### config.mk
export PLATFORM = sky130hd
export DESIGN_NAME = sram_pwr_seq
export DESIGN_NICKNAME = d
export VERILOG_FILES = /design/src/rtl/sram_pwr_seq_pkg.sv /design/src/rtl/sram_pwr_seq_ctrl.sv /design/src/rtl/sram_pwr_seq_dp.sv /design/src/rtl/sram_pwr_seq.sv
export SDC_FILE = /design/constraint.sdc
export NUM_CORES = 1
export LEC_CHECK = 0
export BUFFER_PORTS_ARGS = -buffer_cell sky130_fd_sc_hd__buf_2
export CAP_MARGIN = 20
export CELL_PAD_IN_SITES_DETAIL_PLACEMENT = 0
export CELL_PAD_IN_SITES_GLOBAL_PLACEMENT = 1
export CORE_MARGIN = 2
export CORE_UTILIZATION = 44
export DETAILED_ROUTE_END_ITERATION = 12
export PLACE_DENSITY_LB_ADDON = 0.2
export RECOVER_POWER = 100
export SLEW_MARGIN = 30
export SYNTH_ARGS = -nofsm -noshare
export SYNTH_HDL_FRONTEND = slang
export SYNTH_SLANG_ARGS = --single-unit
### constraint.sdc
create_clock -name clk -period 8.8 [get_ports clk]
set_clock_uncertainty 0.1 [all_clocks]
set_input_delay 0.88 -clock clk [delete_from_list [all_inputs] [get_ports clk]]
set_output_delay 0.88 -clock clk [all_outputs]
set_load 0.02 [all_outputs]
### src/rtl/sram_pwr_seq_pkg.sv
package sram_pwr_seq_pkg;

  localparam int WORD_W  = 8;
  localparam int BIT_ON  = 0;
  localparam int BIT_CKD = 2;
  localparam int BIT_INI = 3;
  localparam int BIT_LMA = 4;
  localparam int BIT_LMP = 5;
  localparam int BIT_SMA = 6;
  localparam int BIT_SMP = 7;

  typedef enum logic [3:0] {
    ST_IDLE,
    ST_UP_CKD, ST_UP_INIT, ST_UP_RUN,
    ST_DN_CKOFF, ST_DN_SLEEP, ST_DN_CKON, ST_DN_DRAIN,
    ST_RL_SMALL, ST_RL_LARGE,
    ST_WK_CKD, ST_WK_ON, ST_WK_RUN,
    ST_PL_CKD, ST_PL_LOW, ST_PL_END
  } seqState_t;

  // strobes from control to datapath
  typedef struct packed {
    logic              ldWord;
    logic [WORD_W-1:0] word;
    logic              ldCnt;
    logic              cntUs;   // 1: load microsecond count, 0: discharge count
    logic              finish;
  } stepStrobe_t;

  function automatic logic [WORD_W-1:0] mkWord(input logic on, input logic ckd,
                                               input logic ini, input logic lg,
                                               input logic sm);
    logic [WORD_W-1:0] w;
    w          = '0;
    w[BIT_ON]  = on;
    w[BIT_CKD] = ckd;
    w[BIT_INI] = ini;
    w[BIT_LMA] = lg;
    w[BIT_LMP] = lg;
    w[BIT_SMA] = sm;
    w[BIT_SMP] = sm;
    return w;
  endfunction

  function automatic logic [WORD_W-1:0] wordOf(input seqState_t s);
    case (s)
      ST_UP_CKD:   return mkWord(1'b1, 1'b1, 1'b0, 1'b0, 1'b0);
      ST_UP_INIT:  return mkWord(1'b1, 1'b1, 1'b1, 1'b0, 1'b0);
      ST_UP_RUN:   return mkWord(1'b1, 1'b0, 1'b1, 1'b0, 1'b0);
      ST_DN_CKOFF: return mkWord(1'b1, 1'b1, 1'b1, 1'b0, 1'b0);
      ST_DN_SLEEP: return mkWord(1'b0, 1'b1, 1'b1, 1'b0, 1'b0);
      ST_DN_CKON:  return mkWord(1'b0, 1'b0, 1'b1, 1'b0, 1'b0);
      ST_DN_DRAIN: return mkWord(1'b0, 1'b0, 1'b1, 1'b1, 1'b1);
      ST_RL_SMALL: return mkWord(1'b0, 1'b0, 1'b1, 1'b1, 1'b0);
      ST_RL_LARGE: return mkWord(1'b0, 1'b0, 1'b1, 1'b0, 1'b0);
      ST_WK_CKD:   return mkWord(1'b0, 1'b1, 1'b1, 1'b0, 1'b0);
      ST_WK_ON:    return mkWord(1'b1, 1'b1, 1'b1, 1'b0, 1'b0);
      ST_WK_RUN:   return mkWord(1'b1, 1'b0, 1'b1, 1'b0, 1'b0);
      ST_PL_CKD:   return mkWord(1'b1, 1'b1, 1'b1, 1'b0, 1'b0);
      ST_PL_LOW:   return mkWord(1'b1, 1'b1, 1'b0, 1'b0, 1'b0);
      ST_PL_END:   return mkWord(1'b1, 1'b0, 1'b0, 1'b0, 1'b0);
      default:     return '0;
    endcase
  endfunction

endpackage

### src/rtl/sram_pwr_seq_ctrl.sv
module sram_pwr_seq_ctrl
  import sram_pwr_seq_pkg::*;
(
  input  logic        clk,
  input  logic        rstN,
  input  logic        powerOnReq,
  input  logic        cycleReq,
  input  logic        cntZero,
  output stepStrobe_t strobe
);

  seqState_t stateQ, stateD;

  always_comb begin
    stateD = stateQ;
    case (stateQ)
      ST_IDLE: begin
        if (cycleReq)        stateD = ST_DN_CKOFF;  // power cycle has priority
        else if (powerOnReq) stateD = ST_UP_CKD;
      end
      ST_UP_CKD:   stateD = ST_UP_INIT;
      ST_UP_INIT:  stateD = ST_UP_RUN;
      ST_UP_RUN:   stateD = ST_IDLE;
      ST_DN_CKOFF: stateD = ST_DN_SLEEP;
      ST_DN_SLEEP: stateD = ST_DN_CKON;
      ST_DN_CKON:  stateD = ST_DN_DRAIN;
      ST_DN_DRAIN: if (cntZero) stateD = ST_RL_SMALL;
      ST_RL_SMALL: if (cntZero) stateD = ST_RL_LARGE;
      ST_RL_LARGE: if (cntZero) stateD = ST_WK_CKD;
      ST_WK_CKD:   stateD = ST_WK_ON;
      ST_WK_ON:    stateD = ST_WK_RUN;
      ST_WK_RUN:   stateD = ST_PL_CKD;
      ST_PL_CKD:   stateD = ST_PL_LOW;
      ST_PL_LOW:   stateD = ST_PL_END;
      ST_PL_END:   stateD = ST_IDLE;
      default:     stateD = ST_IDLE;
    endcase
  end

  always_comb begin
    logic moving;
    moving        = (stateD != stateQ);
    strobe.ldWord = moving && (stateD != ST_IDLE);
    strobe.word   = wordOf(stateD);
    strobe.ldCnt  = moving && ((stateD == ST_DN_DRAIN) || (stateD == ST_RL_SMALL) ||
                               (stateD == ST_RL_LARGE));
    strobe.cntUs  = (stateD != ST_DN_DRAIN);
    strobe.finish = moving && (stateD == ST_IDLE);
  end

  always_ff @(posedge clk) begin
    if (!rstN) stateQ <= ST_IDLE;
    else       stateQ <= stateD;
  end

endmodule

### src/rtl/sram_pwr_seq_dp.sv
module sram_pwr_seq_dp
  import sram_pwr_seq_pkg::*;
#(
  parameter int DISCH_W = 24,
  parameter int US_W    = 10
) (
  input  logic               clk,
  input  logic               rstN,
  input  stepStrobe_t        strobe,
  input  logic [DISCH_W-1:0] dischargeCycles,
  input  logic [US_W-1:0]    usCycles,
  output logic               cntZero,
  output logic [WORD_W-1:0]  ctrlWord,
  output logic               seqDone
);

  localparam int CNT_W = (DISCH_W > US_W) ? DISCH_W : US_W;

  logic [CNT_W-1:0]  cntQ;
  logic [WORD_W-1:0] wordQ;
  logic              doneQ;

  always_ff @(posedge clk) begin
    if (!rstN) begin
      cntQ <= '0;
    end else if (strobe.ldCnt) begin
      cntQ <= strobe.cntUs ? CNT_W'(usCycles) : CNT_W'(dischargeCycles);
    end else if (cntQ != '0) begin
      cntQ <= cntQ - 1'b1;
    end
  end

  always_ff @(posedge clk) begin
    if (!rstN) begin
      wordQ <= '0;
      doneQ <= 1'b0;
    end else begin
      if (strobe.ldWord) wordQ <= strobe.word;
      doneQ <= strobe.finish;
    end
  end

  assign cntZero  = (cntQ == '0);
  assign ctrlWord = wordQ;
  assign seqDone  = doneQ;

endmodule

### src/rtl/sram_pwr_seq.sv
module sram_pwr_seq
  import sram_pwr_seq_pkg::*;
#(
  parameter int DISCH_W = 24,
  parameter int US_W    = 10
) (
  input  logic               clk,
  input  logic               rstN,
  input  logic               powerOnReq,
  input  logic               cycleReq,
  input  logic [DISCH_W-1:0] dischargeCycles,
  input  logic [US_W-1:0]    usCycles,
  output logic [7:0]         ctrlWord,
  output logic               seqDone
);

  stepStrobe_t strobe;
  logic        cntZero;

  sram_pwr_seq_ctrl u_ctrl (
    .clk        (clk),
    .rstN       (rstN),
    .powerOnReq (powerOnReq),
    .cycleReq   (cycleReq),
    .cntZero    (cntZero),
    .strobe     (strobe)
  );

  sram_pwr_seq_dp #(
    .DISCH_W (DISCH_W),
    .US_W    (US_W)
  ) u_dp (
    .clk             (clk),
    .rstN            (rstN),
    .strobe          (strobe),
    .dischargeCycles (dischargeCycles),
    .usCycles        (usCycles),
    .cntZero         (cntZero),
    .ctrlWord        (ctrlWord),
    .seqDone         (seqDone)
  );

endmodule

# After elaboration in Yosys (flattened, before gate mapping)
# Memories as Yosys holds them, arrays and structs flattened. A register that Yosys moved wholly into a read port is not among the register bits.
# Index checks and enable logic that the tools add are counted.
[totals]
regBits = 37
latch_bits = 0
ram_bits = 0
romBits = 112
in_bits = 38
out_inout_bits = 9
word_cells = 48
memories = 1
[op_classes]
addsub = 1
n_mul = 0
div_mod_pow = 0
order_cmp = 0
n_eq_ne = 20
n_shift = 0
n_mux = 9
bitwise = 0
n_reduce_logical = 13
[mem_list]
columns = ["memory", "depth", "width", "rd", "rd_ports_with_merged_regs", "wr", "line", "text"]
rows = [
  ["(no name shown)", 16, 7, 1, 1, 0, "sram_pwr_seq_pkg.sv:46", "case (s)"],
]
[op_table]
columns = ["cell", "n"]
rows = [
  ["24-bit two-way mux", 3],
  ["4-bit case mux with 15 select lines", 1],
  ["4-bit == test, second input constant", 10],
  ["24-bit logical NOT", 1],
  ["24-bit nonzero test", 1],
  ["24-bit by 1-bit subtractor with 24-bit output, second input constant", 1],
  ["4-bit by 3-bit == test with 1-bit output, second input constant", 5],
  ["4-bit two-way mux", 5],
  ["4-bit by 2-bit == test with 1-bit output, second input constant", 2],
  ["4-bit logical NOT", 2],
  ["4-bit by 1-bit == test with 1-bit output, second input constant", 1],
  ["4-bit by 3-bit inequality test with 1-bit output, second input constant", 1],
  ["4-bit inequality test", 1],
  ["4-bit nonzero test", 1],
  ["1-bit logical AND", 3],
  ["1-bit logical OR", 2],
  ["2-bit nonzero test", 1],
  ["2-bit OR reduction", 1],
  ["1-bit logical NOT", 1],
]

# Longest topological paths before layout
# Gate-level depths: netlist of the first run.
[depth]
word_depth = 8
ltp_mapped = 16
depth_no_buf = 14

# By module
# From an unflattened synthesis of the first run, not the netlist that was laid out.
[hier_totals]
hier_cells = 302
area_unflattened_um2 = 2543.7
[by_module_without_submodules]
columns = ["module", "instances", "cells_per_inst", "area_each_um2", "seq_area_each_um2"]
rows = [
  ["sram_pwr_seq_dp", 1, 220, 1936.9, 660.6],
  ["sram_pwr_seq_ctrl", 1, 82, 606.8, 80.1],
]

# Least setup slack after synthesis of the first run
# Ideal clock, no wire load.
[synth_path]
path_kind = "register to register"
startpoint = "register u_dp.cntQ[0]"
endpoint = "register u_dp.wordQ[2], in the netlist u_dp.ctrlWord[2]"
arrival_time_ns = 3.280
slack_ns = 5.283
path_stages_with_launch = 17
path_buffers = 2
cell_sequence = "dfxtp_1 inv_1 ha_1 or3b_1 clkbuf_1 or4_4 buf_6 nor2_2 o31ai_1 a221o_1 inv_1 ha_1 mux2_2 nand2_1 o311ai_0 a41oi_1 a311oi_1"
[synth_between]
elab_chain_len = 5
[synth_rtl]
columns = ["element", "line", "text"]
rows = [
  ["start: declaration", "sram_pwr_seq_dp.sv:19", "logic [CNT_W-1:0] cntQ;"],
  ["start signal: assignment", "sram_pwr_seq_dp.sv:27", "cntQ <= strobe.cntUs ? CNT_W'(usCycles) : CNT_W'(dischargeCycles);"],
  ["start signal: assignment", "sram_pwr_seq_dp.sv:29", "cntQ <= cntQ - 1'b1;"],
  ["24-bit logical NOT (*)", "sram_pwr_seq_dp.sv:43", "assign cntZero = (cntQ == '0);"],
  ["4-bit two-way mux (on tied branches)", "sram_pwr_seq_ctrl.sv:29, sram_pwr_seq_ctrl.sv:27, sram_pwr_seq_ctrl.sv:28", ""],
  ["4-bit case mux with 15 select lines (*)", "sram_pwr_seq_ctrl.sv:16", "case (stateQ)"],
  ["via u_ctrl.stateD[0]", "sram_pwr_seq_ctrl.sv:12", "seqState_t stateQ, stateD;"],
  ["4-bit inequality test / 4-bit nonzero test (equally long branches)", "sram_pwr_seq_ctrl.sv:42, sram_pwr_seq_ctrl.sv:43", ""],
  ["1-bit logical AND", "sram_pwr_seq_ctrl.sv:43", "strobe.ldWord = moving && (stateD != ST_IDLE);"],
  ["end: declaration", "sram_pwr_seq_dp.sv:20", "logic [WORD_W-1:0] wordQ;"],
]
# The timed path passes the listed nets; every way through them passes the cells marked *.
# A chain may end at the register's enable or synchronous reset.

# Worst setup path in the final report of the first run
[layout_path]
startpoint = "register u_dp.cntQ[8]"
endpoint = "register u_dp.cntQ[12]"
[layout_between]
elab_chain_len = 8
[layout_rtl]
columns = ["element", "line", "text"]
rows = [
  ["24-bit logical NOT (*)", "sram_pwr_seq_dp.sv:43", ""],
  ["4-bit two-way mux (on tied branches)", "sram_pwr_seq_ctrl.sv:29, sram_pwr_seq_ctrl.sv:27, sram_pwr_seq_ctrl.sv:28", ""],
  ["4-bit case mux with 15 select lines (*)", "sram_pwr_seq_ctrl.sv:16", ""],
  ["via u_ctrl.stateD[0]", "sram_pwr_seq_ctrl.sv:12", ""],
  ["4-bit by 3-bit == test with 1-bit output / 4-bit == test (equally long branches)", "sram_pwr_seq_ctrl.sv:45", "strobe.ldCnt = moving && ((stateD == ST_DN_DRAIN) || (stateD == ST_RL_SMALL) ||"],
  ["1-bit logical OR (2 in a row)", "sram_pwr_seq_ctrl.sv:45", ""],
  ["1-bit logical AND", "sram_pwr_seq_ctrl.sv:45", ""],
  ["24-bit two-way mux / 2-bit nonzero test (equally long branches)", "n/a", ""],
]
# The timed path passes the listed nets; every way through them passes the cells marked *. The select of a mux whose other input is x is not followed.

==> results of run 1 <==
[tightest hold or removal path: stages, from the launching register on]
cell and delay [ns]:
dfxtp_1 0.31, nand2_1 0.05, mux2i_1 0.05
[worst paths after layout]
check                        start               end  slack [ns]  depth (start not counted)
setup reg to reg      u_dp.cntQ[8]     u_dp.cntQ[12]        2.77                          9
hold / removal    u_dp.ctrlWord[0]  u_dp.ctrlWord[0]        0.36                          2
setup / recovery      u_dp.cntQ[8]     u_dp.cntQ[12]        2.77                          9
hold reg to reg   u_dp.ctrlWord[0]  u_dp.ctrlWord[0]        0.36                          2
[layer usage]
layer	global-route usage, %	routed length (µm)	vias up
li1	-	-	1065
met1	26.9	2600	959
met2	30.4	2420	44
met3	3.44	218	6
met4	4.91	53	0
met5	0	0	-
[power groups by stage]
stage / clock network (mW) / registers, mW / logic (mW)
global route: 0.131 / 0.268 / 0.456
CTS: 0.124 / 0.257 / 0.415
detailed placement: 0 / 0.259 / 0.412
finish: 0.121 / 0.257 / 0.401
floorplan: 0 / 0.250 / 0.351
global placement: 0 / 0.260 / 0.410
[state kept, by name, indices dropped and copies added (netlist names)]
register	count
u_dp.cntQ	24
u_dp.seqDone	1
u_dp.ctrlWord	5
u_ctrl.stateQ	4
[area by class of cell]
type                    instances  area, µm²  share of cell area (%)
clock buffers                   7       86.3                    3.36
multi-input cells             211       1460                    56.6
clock inverters                 1       5.00                   0.195
inverters                       7       26.3                    1.02
flip-flops and latches         34        681                    26.5
repair buffers                 47        230                    8.95
well taps                      70       87.6                    3.41
[cell families (layout without fill, tap and decap cells)]
| kind of cell | after synthesis | after routing |
|---|---|---|
| DFF | 34 | 34 |
| buffers and inverters | 30 | 62 |
| and+or+nand+nor | 106 | 106 |
| adders and majority gates | 3 | 3 |
| other | 1 | 1 |
| AOI/OAI and AO/OA | 56 | 56 |
| xor gates and xnor gates | 19 | 19 |
| muxes | 26 | 26 |
[cells in the final DEF, fill, tap and decap left out, types with 6 or more instances in the layout]
cell type and instances:
clkbuf_1 9, inv_1 7, nor3_1 10, nor2_1 14, nand2_1 39, mux2_2 11, clkbuf_8 6, a32o_1 12
buf_2 37, a21oi_1 6, nand3_1 8, xnor2_1 8, xor2_1 11, dfxtp_1 34, nor4_1 7, o21ai_0 12
mux2i_1 15, or4_1 6, nand2b_1 6
[metrics by stage]
stage | instances | cell area (µm²) | utilization [%]
floorplan | 275 | 2300 | -
global placement | 369 | 2510 | 49.5
detailed placement | 369 | 2510 | 49.5
CTS | 377 | 2600 | 51.3
global route | 377 | 2570 | 50.7
finish | 377 | 2570 | 50.7
==> results.json, run 1 <==
{
  "outcome": "complete, but fails checks",
  "violations": "max-capacitance violations, max-slew violations",
  "hold_ws_ns": 0.361,
  "fin_crit_sh_pct": 68.5,
  "rsz0062_at_grt": "false",
  "cp_slowest_cell": "o311ai_0",
  "grt_pass1_vias": 1933,
  "routed_wirelength_mm": 5.29,
  "vias_per_cell": 5.50,
  "synth_top_area_share_pct": 29.6,
  "max_freq_ghz": 0.166,
  "path_delay_family": "compound AO/OA/AOI/OAI gates",
  "post_cts_buffers": 0,
  "worstPathArrival_ns": 6.15,
  "area_growth_pct": 11.9,
  "tightest_slew_ns": 2.76,
  "avgRoutedWirePerCell_um": 14.0,
  "synth-xor-area-share_pct": 7.24,
  "crit_buf_inv": 1,
  "synth_flop_cell": "dfxtp_1",
  "fin_nets": 347,
  "synth_top_family_by_area": "simple AND/OR/NAND/NOR gates",
  "synth.most_common_cell": "nand2_1",
  "fillers": 527,
  "portBuffers": 45,
  "finalSetupViolCount": 0,
  "drt_iter0_drc": 71,
  "tns_ns": 0,
  "grt-ovfl-total": 0,
  "io_pins": 47,
  "vdd_drop_max_v": 0.000116,
  "cts_tree": "built",
  "power_uw": 780,
  "p_leak_nw": 1.14,
  "htree_levels": 2,
  "pwr-share-seq_pct": 33.0,
  "drv_slew": 11,
  "antenna_found_initial": 0,
  "switchingPower_uw": 339,
  "hp-class": "reg2reg",
  "cpMostUsedCell": "or4_1",
  "slowest_delay_ns": 2.16,
  "grt_pass1_wl_mm": 9.21,
  "drive_above_1_share_pct": 19.5,
  "crit_chain": "or4_1, or4_1, nor2_1, o31ai_1, a221o_1, ha_1, o311ai_0, buf_4, mux2i_1",
  "swShare_pct": 43.5,
  "synthAdderAreaFrac_pct": 1.63,
  "synthArstFlopShare_pct": 0,
  "ys_ff_latch": 34,
  "firstDrtPassIters": 4,
  "rows": 26,
  "route.vias.total": 2074,
  "initial_utilization_pct": 45.3,
  "cap_violations": 1,
  "ant_nets": 0,
  "powerDensity_nw_per_um2": 303,
  "clock-root-buffer": "clkbuf_8",
  "clkSlewWorstSetupHoldPaths_ns": 0.07,
  "start_kind": "flip-flop",
  "worst-path-max-fanout": 15,
  "syn-num-nets": 316,
  "grt_usage_pct": 19.1,
  "cts.sinks": 34,
  "worst_setup_path_end_kind": "flip-flop",
  "synth-simple-area-share_pct": 23.4,
  "finalCriticalPeriod_ns": 6.03,
  "syn_area_per_cell_um2": 8.36,
  "slew_headroom_pct": -86.4,
  "p_int_uw": 441,
  "place_hpwl_mm": 3.79,
  "ys_types": 55,
  "p_clk_share_pct": 15.5,
  "die_x_um": 76.3,
  "grt_max_degree": 27,
  "syn-instance-count": 275,
  "worstPathRequired_ns": 8.91,
  "antennaDiodeCount": 0,
  "yosys-top-cells-area": "dfxtp_1 (30%), mux2i_1 (6.5%), nand2_1 (6.4%)",
  "numCtsBuffers": 5,
  "hold_violations": 0,
  "synth_edf_count": 0,
  "synthMuxAreaShare_pct": 11.9,
  "crit_type": "reg2reg",
  "setup_slack_ns": 2.77,
  "coreArea_um2": 5070,
  "place.gp.congestion": 0.906,
  "die_h_um": 76.3,
  "post_cts_resized": 0,
  "dpl_worst_slack_ns": 4.68,
  "yosysWarnings": 0,
  "clock_latency_ns": 0.29,
  "drc": 0,
  "synth.largest_area_cell": "dfxtp_1",
  "comb_power_share_pct": 51.5,
  "clockBufferDepth": 2,
  "synth-compound-area-share_pct": 19.7,
  "dieArea_um2": 5820,
  "synth_commonest_cells": "nand2_1 (39), dfxtp_1 (34), clkbuf_1 (16), mux2i_1 (15), nor2_1 (13)",
  "ys_seq_area_share_pct": 29.6,
  "cts_hold_buf": 0,
  "synth_area_um2": 2300
}
Power figures use the tool's default switching activity.
==> run 2, diff against run 1 <==
--- a/config.mk
+++ b/config.mk
@@ -10,7 +10,7 @@
 export CELL_PAD_IN_SITES_DETAIL_PLACEMENT = 0
 export CELL_PAD_IN_SITES_GLOBAL_PLACEMENT = 1
 export CORE_MARGIN = 2
-export CORE_UTILIZATION = 44
+export CORE_UTILIZATION = 41
 export DETAILED_ROUTE_END_ITERATION = 12
 export PLACE_DENSITY_LB_ADDON = 0.2
 export RECOVER_POWER = 100
==> constraint.sdc (replaced) <==
create_clock -name clk -period 5.85 [get_ports clk]
set_clock_uncertainty 0.1 [all_clocks]
set_input_delay 0.585 -clock clk [delete_from_list [all_inputs] [get_ports clk]]
set_output_delay 0.585 -clock clk [all_outputs]
set_load 0.02 [all_outputs]
==> results.json, run 2 (same netlist as run 1, synthesis figures left out) <==
{
  "outcome": "completed",
  "place.gp.congestion": 0.832,
  "route.vias.total": 2084,
  "endpoint": "u_dp.cntQ[7]",
  "fin_nets": 347,
  "dieArea_um2": 6220,
  "grt_usage_pct": 19.3,
  "final_cell_mix": "nand2_1 (39), buf_2 (37), dfxtp_1 (34), mux2i_1 (15), nor2_1 (14)",
  "worst-path-max-fanout": 24,
  "hold_ws_ns": 0.365,
  "grt_max_degree": 27,
  "cp-startpoint": "u_dp.cntQ[8]",
  "drv_slew": 0,
  "worstPathArrival_ns": 4.23,
  "r2r-end": "u_dp.cntQ[7]",
  "hp-class": "reg2reg",
  "slowest_delay_ns": 0.89,
  "die_x_um": 78.9,
  "finalCriticalPeriod_ns": 4.13,
  "cap_violations": 0,
  "vdd_drop_max_v": 0.000157,
  "io_pins": 47,
  "drt_iter0_drc": 89,
  "grt_pass1_wl_mm": 9.59,
  "largest_reg_flops": 24,
  "cp_slowest_cell": "nor4_1",
  "drive_above_1_share_pct": 19.9,
  "largest_register": "u_dp.cntQ",
  "cts_tree": "built",
  "layout_commonest_cell": "nand2_1",
  "clock_latency_ns": 0.28,
  "htree_levels": 2,
  "cts_hold_buf": 0,
  "routed_wirelength_mm": 5.49,
  "grt_pass1_vias": 2002,
  "p_leak_nw": 1.14,
  "coreArea_um2": 5470,
  "regToRegStartpoint": "u_dp.cntQ[8]",
  "worstPathRequired_ns": 5.95,
  "worst_setup_path_end_kind": "flip-flop",
  "powerDensity_nw_per_um2": 457,
  "finalSetupViolCount": 0,
  "portBuffers": 45,
  "crit_chain": "or4_1, nor4_1, nand2_1, a21oi_1, o21ai_0, a21o_1, ha_1, o311ai_0, buf_4, mux2i_1",
  "die_h_um": 78.9,
  "place_hpwl_mm": 3.89,
  "antennaDiodeCount": 0,
  "rows": 27,
  "cts.sinks": 34,
  "hold_violations": 0,
  "grt-ovfl-total": 0,
  "antenna_found_initial": 0,
  "clkSlewWorstSetupHoldPaths_ns": 0.07,
  "slew_headroom_pct": 33.6,
  "rsz0062_at_grt": "false",
  "fin_crit_sh_pct": 70.6,
  "clockBufferDepth": 2,
  "start_kind": "flip-flop",
  "avgRoutedWirePerCell_um": 14.5,
  "reg2reg_depth": 10,
  "firstDrtPassIters": 4,
  "initial_utilization_pct": 42.0,
  "crit_type": "reg2reg",
  "clock-root-buffer": "clkbuf_8",
  "r2r_setup_slack_ns": 1.72,
  "ant_nets": 0,
  "vias_per_cell": 5.50,
  "drc": 0,
  "numCtsBuffers": 5,
  "area_growth_pct": 12.1,
  "tightest_slew_ns": 0.986,
  "post_cts_resized": 0,
  "max_freq_ghz": 0.242,
  "post_cts_buffers": 0,
  "tns_ns": 0
}
## run 2: cell counts in the layout (fill, tap and decap cells not counted)
Identical to the previous run, type by type.
## run 2: power breakdown
part | switching (mW) | total [mW] | leakage, nW | internal, mW
combinational | 0.348 | 0.611 | 0.809 | 0.263
sequential | 0.0824 | 0.390 | 0.279 | 0.307
clock | 0.0827 | 0.178 | 0.0482 | 0.0949
## run 2: area by class of cell
class	count	area (µm²)
inverter	7	26.3
tap	72	90.1
timing repair buffer	47	230
fill	595	2900
clock buffer	7	86.3
sequential	34	681
clock inverter	1	5.00
multi-input combinational	211	1460
## run 2: through the flow
| step | instance area [µm²] | power, mW | setup slack (ns) | utilization [%] | std cells |
|---|---|---|---|---|---|
| finish | 2580 | 1.18 | 1.72 | 47.1 | 379 |
| global route | 2580 | 1.29 | 1.38 | 47.1 | 379 |
| CTS | 2610 | 1.20 | 1.99 | 47.6 | 379 |
| detailed placement | 2510 | 1.02 | 2.02 | 45.9 | 371 |
| global placement | 2510 | 1.01 | 2.10 | 45.9 | 371 |
| floorplan | 2300 | 0.905 | 2.33 | - | 275 |
## run 2: worst min-delay path by stage
stage,start,cells after the start,endpoint
2_1_floorplan,u_dp.cntQ[7],4,u_dp.cntQ[7]
3_3_place_gp,u_dp.ctrlWord[3],2,u_dp.ctrlWord[3]
3_5_place_dp,u_dp.ctrlWord[3],2,u_dp.ctrlWord[3]
4_1_cts,u_dp.ctrlWord[3],2,u_dp.ctrlWord[3]
5_1_grt,u_dp.ctrlWord[3],2,u_dp.ctrlWord[3]
6_report,u_dp.ctrlWord[3],2,u_dp.ctrlWord[3]
## run 2: metal layers
| layer | routed length (µm) | GRT usage (%) | vias up | part of all wire, % |
|---|---|---|---|---|
| li1 | - | - | 1061 | - |
| met1 | 2700 | 26.9 | 953 | 49 |
| met2 | 2440 | 30.1 | 63 | 44 |
| met3 | 294 | 2.95 | 7 | 5.4 |
| met4 | 54 | 7.07 | 0 | 0.98 |
| met5 | 0 | 0 | - | 0 |
## run 2: critical path: cells and delay by family, from the launching register on
kind | cells | cell delay (ns)
buffers and inverters | 1 | 0.42
and+or+nand+nor | 3 | 1.80
adders and majority gates | 1 | 0.19
DFF | 1 | 0.35
AOI/OAI and AO/OA | 4 | 0.91
muxes | 1 | 0.25
==> run 3, diff against run 2 <==
==> constraint.sdc (replaced) <==
create_clock -name clk -period 3.9 [get_ports clk]
set_clock_uncertainty 0.1 [all_clocks]
set_input_delay 0.39 -clock clk [delete_from_list [all_inputs] [get_ports clk]]
set_output_delay 0.39 -clock clk [all_outputs]
set_load 0.02 [all_outputs]
==> results.json, run 3 (same netlist as run 1, synthesis figures left out) <==
{
  "outcome": "completed",
  "rows": 27,
  "cts.sinks": 34,
  "firstDrtPassIters": 4,
  "setup_slack_ns": 0.284,
  "io_pins": 47,
  "slew_headroom_pct": 58.5,
  "start_kind": "flip-flop",
  "fin_crit_sh_pct": 92.7,
  "worst-path-max-fanout": 24,
  "grt_max_degree": 27,
  "path_delay_family": "simple AND/OR/NAND/NOR gates",
  "r2r_setup_slack_ns": 0.28,
  "die_x_um": 78.9,
  "p_clk_share_pct": 14.0,
  "area_growth_pct": 14.2,
  "largest_reg_flops": 24,
  "clock_latency_ns": 0.29,
  "cts_hold_buf": 0,
  "dp_cells": 375,
  "pwr-share-seq_pct": 31.8,
  "powerDensity_nw_per_um2": 707,
  "worstPathRequired_ns": 4.01,
  "vdd_drop_max_v": 0.000230,
  "place_hpwl_mm": 3.90,
  "cap_violations": 0,
  "cts_tree": "built",
  "final_cell_mix": "nand2_1 (39), buf_2 (37), dfxtp_1 (34), mux2i_1 (15), nor2_1 (13)",
  "numCtsBuffers": 5,
  "rsz0062_at_grt": "false",
  "clkSlewWorstSetupHoldPaths_ns": 0.07,
  "finalSetupViolCount": 0,
  "drc": 0,
  "route.vias.total": 2082,
  "max_freq_ghz": 0.277,
  "grt_pass1_vias": 2094,
  "multi_input_area_um2": 1490,
  "routed_wirelength_mm": 5.68,
  "worst_setup_path_end_kind": "flip-flop",
  "antennaDiodeCount": 0,
  "ant_nets": 0,
  "portBuffers": 45,
  "antenna_found_initial": 0,
  "switchingPower_uw": 811,
  "comb_power_share_pct": 54.2,
  "fillers": 583,
  "vias_per_cell": 5.46,
  "clockBufferDepth": 2,
  "p_int_mw": 1.05,
  "hold_violations": 0,
  "grt_usage_pct": 20.5,
  "regArea_um2": 681,
  "dpl_worst_slack_ns": 0.281,
  "drive_above_1_share_pct": 21.7,
  "finalCriticalPeriod_ns": 3.62,
  "die_h_um": 78.9,
  "post_cts_buffers": 0,
  "largest_register": "u_dp.cntQ",
  "layout_commonest_cell": "nand2_1",
  "final_cells": 381,
  "crit_type": "reg2reg",
  "coreArea_um2": 5470,
  "clock-root-buffer": "clkbuf_8",
  "grt-ovfl-total": 0,
  "grt_pass1_wl_mm": 10.1,
  "swShare_pct": 43.7,
  "cp_slowest_cell": "or4_4",
  "crit_buf_inv": 1,
  "drt_iter0_drc": 109,
  "initial_utilization_pct": 42.0,
  "hp-class": "in2reg",
  "dieArea_um2": 6220,
  "tightest_slew_ns": 0.622,
  "post_cts_resized": 0,
  "drv_slew": 0,
  "avgRoutedWirePerCell_um": 14.9,
  "fin_nets": 351,
  "htree_levels": 2,
  "place.gp.congestion": 0.873,
  "slowest_delay_ns": 0.61,
  "worstPathArrival_ns": 3.73,
  "tns_ns": 0,
  "crit_chain": "or4_4, or4_4, o21ai_0, o21ai_0, a221o_1, ha_1, o311ai_4, clkbuf_4, mux2i_1",
  "p_leak_nw": 1.15
}
-- run 3: cell count changes in the layout (fill, tap and decap cells not counted), sizes merged --
cell | before | now
clkbuf | 15 | 17
buf | 39 | 40
clkinv | 1 | 0
-- run 3: power groups by stage --
stage	combinational [mW]	clock, mW	sequential (mW)
global route	1.14	0.283	0.608
detailed placement	0.991	0	0.586
finish	1.01	0.260	0.590
CTS	0.998	0.273	0.579
floorplan	0.792	0	0.565
global placement	0.984	0	0.585
-- run 3: final timing paths --
| kind | endpoint | start | cells past startpoint |
|---|---|---|---|
| max | u_dp.cntQ[8] | u_dp.cntQ[8] | 9 |
| min | u_dp.cntQ[14] | dischargeCycles[14] | 2 |
| max reg2reg | u_dp.cntQ[8] | u_dp.cntQ[8] | 9 |
| min reg2reg | u_dp.ctrlWord[0] | u_dp.ctrlWord[0] | 2 |
-- run 3: layout make-up --
cell class              instances  share of cell area [%]
clock buffers                   6                    3.15
well taps                      72                    3.43
flip-flops and latches         34                    25.9
repair buffers                 51                    9.63
inverters                       7                    1.00
multi-input cells             211                    56.9
-- run 3: through the flow --
step / total power [mW] / util [%] / hold WS (ns) / instance area [µm²]
final: 1.86 / 48.0 / 0.207 / 2630
after CTS: 1.85 / 48.2 / 0.199 / 2640
after global placement: 1.57 / 46.7 / 0.343 / 2560
after detailed placement: 1.58 / 46.7 / 0.349 / 2560
after global routing: 2.03 / 48.0 / 0.206 / 2630
after floorplan: 1.36 / - / 0.416 / 2300
-- run 3: metal layers --
layer / track usage [%] / vias to the layer above / wire (µm)
met4: 7.93 / 0 / 114
li1: - / 1066 / -
met1: 27.5 / 949 / 2750
met2: 32.3 / 56 / 2520
met5: 0 / - / 0
met3: 4.32 / 11 / 296
-- run 3: worst reg2reg max path, stage by stage, from the launching register on --
cell and delay (ns):
dfxtp_1 0.36, or4_4 0.61, or4_4 0.61, o21ai_0 0.20, o21ai_0 0.12, a221o_1 0.35, ha_1 0.25, o311ai_4 0.27
clkbuf_4 0.43, mux2i_1 0.24
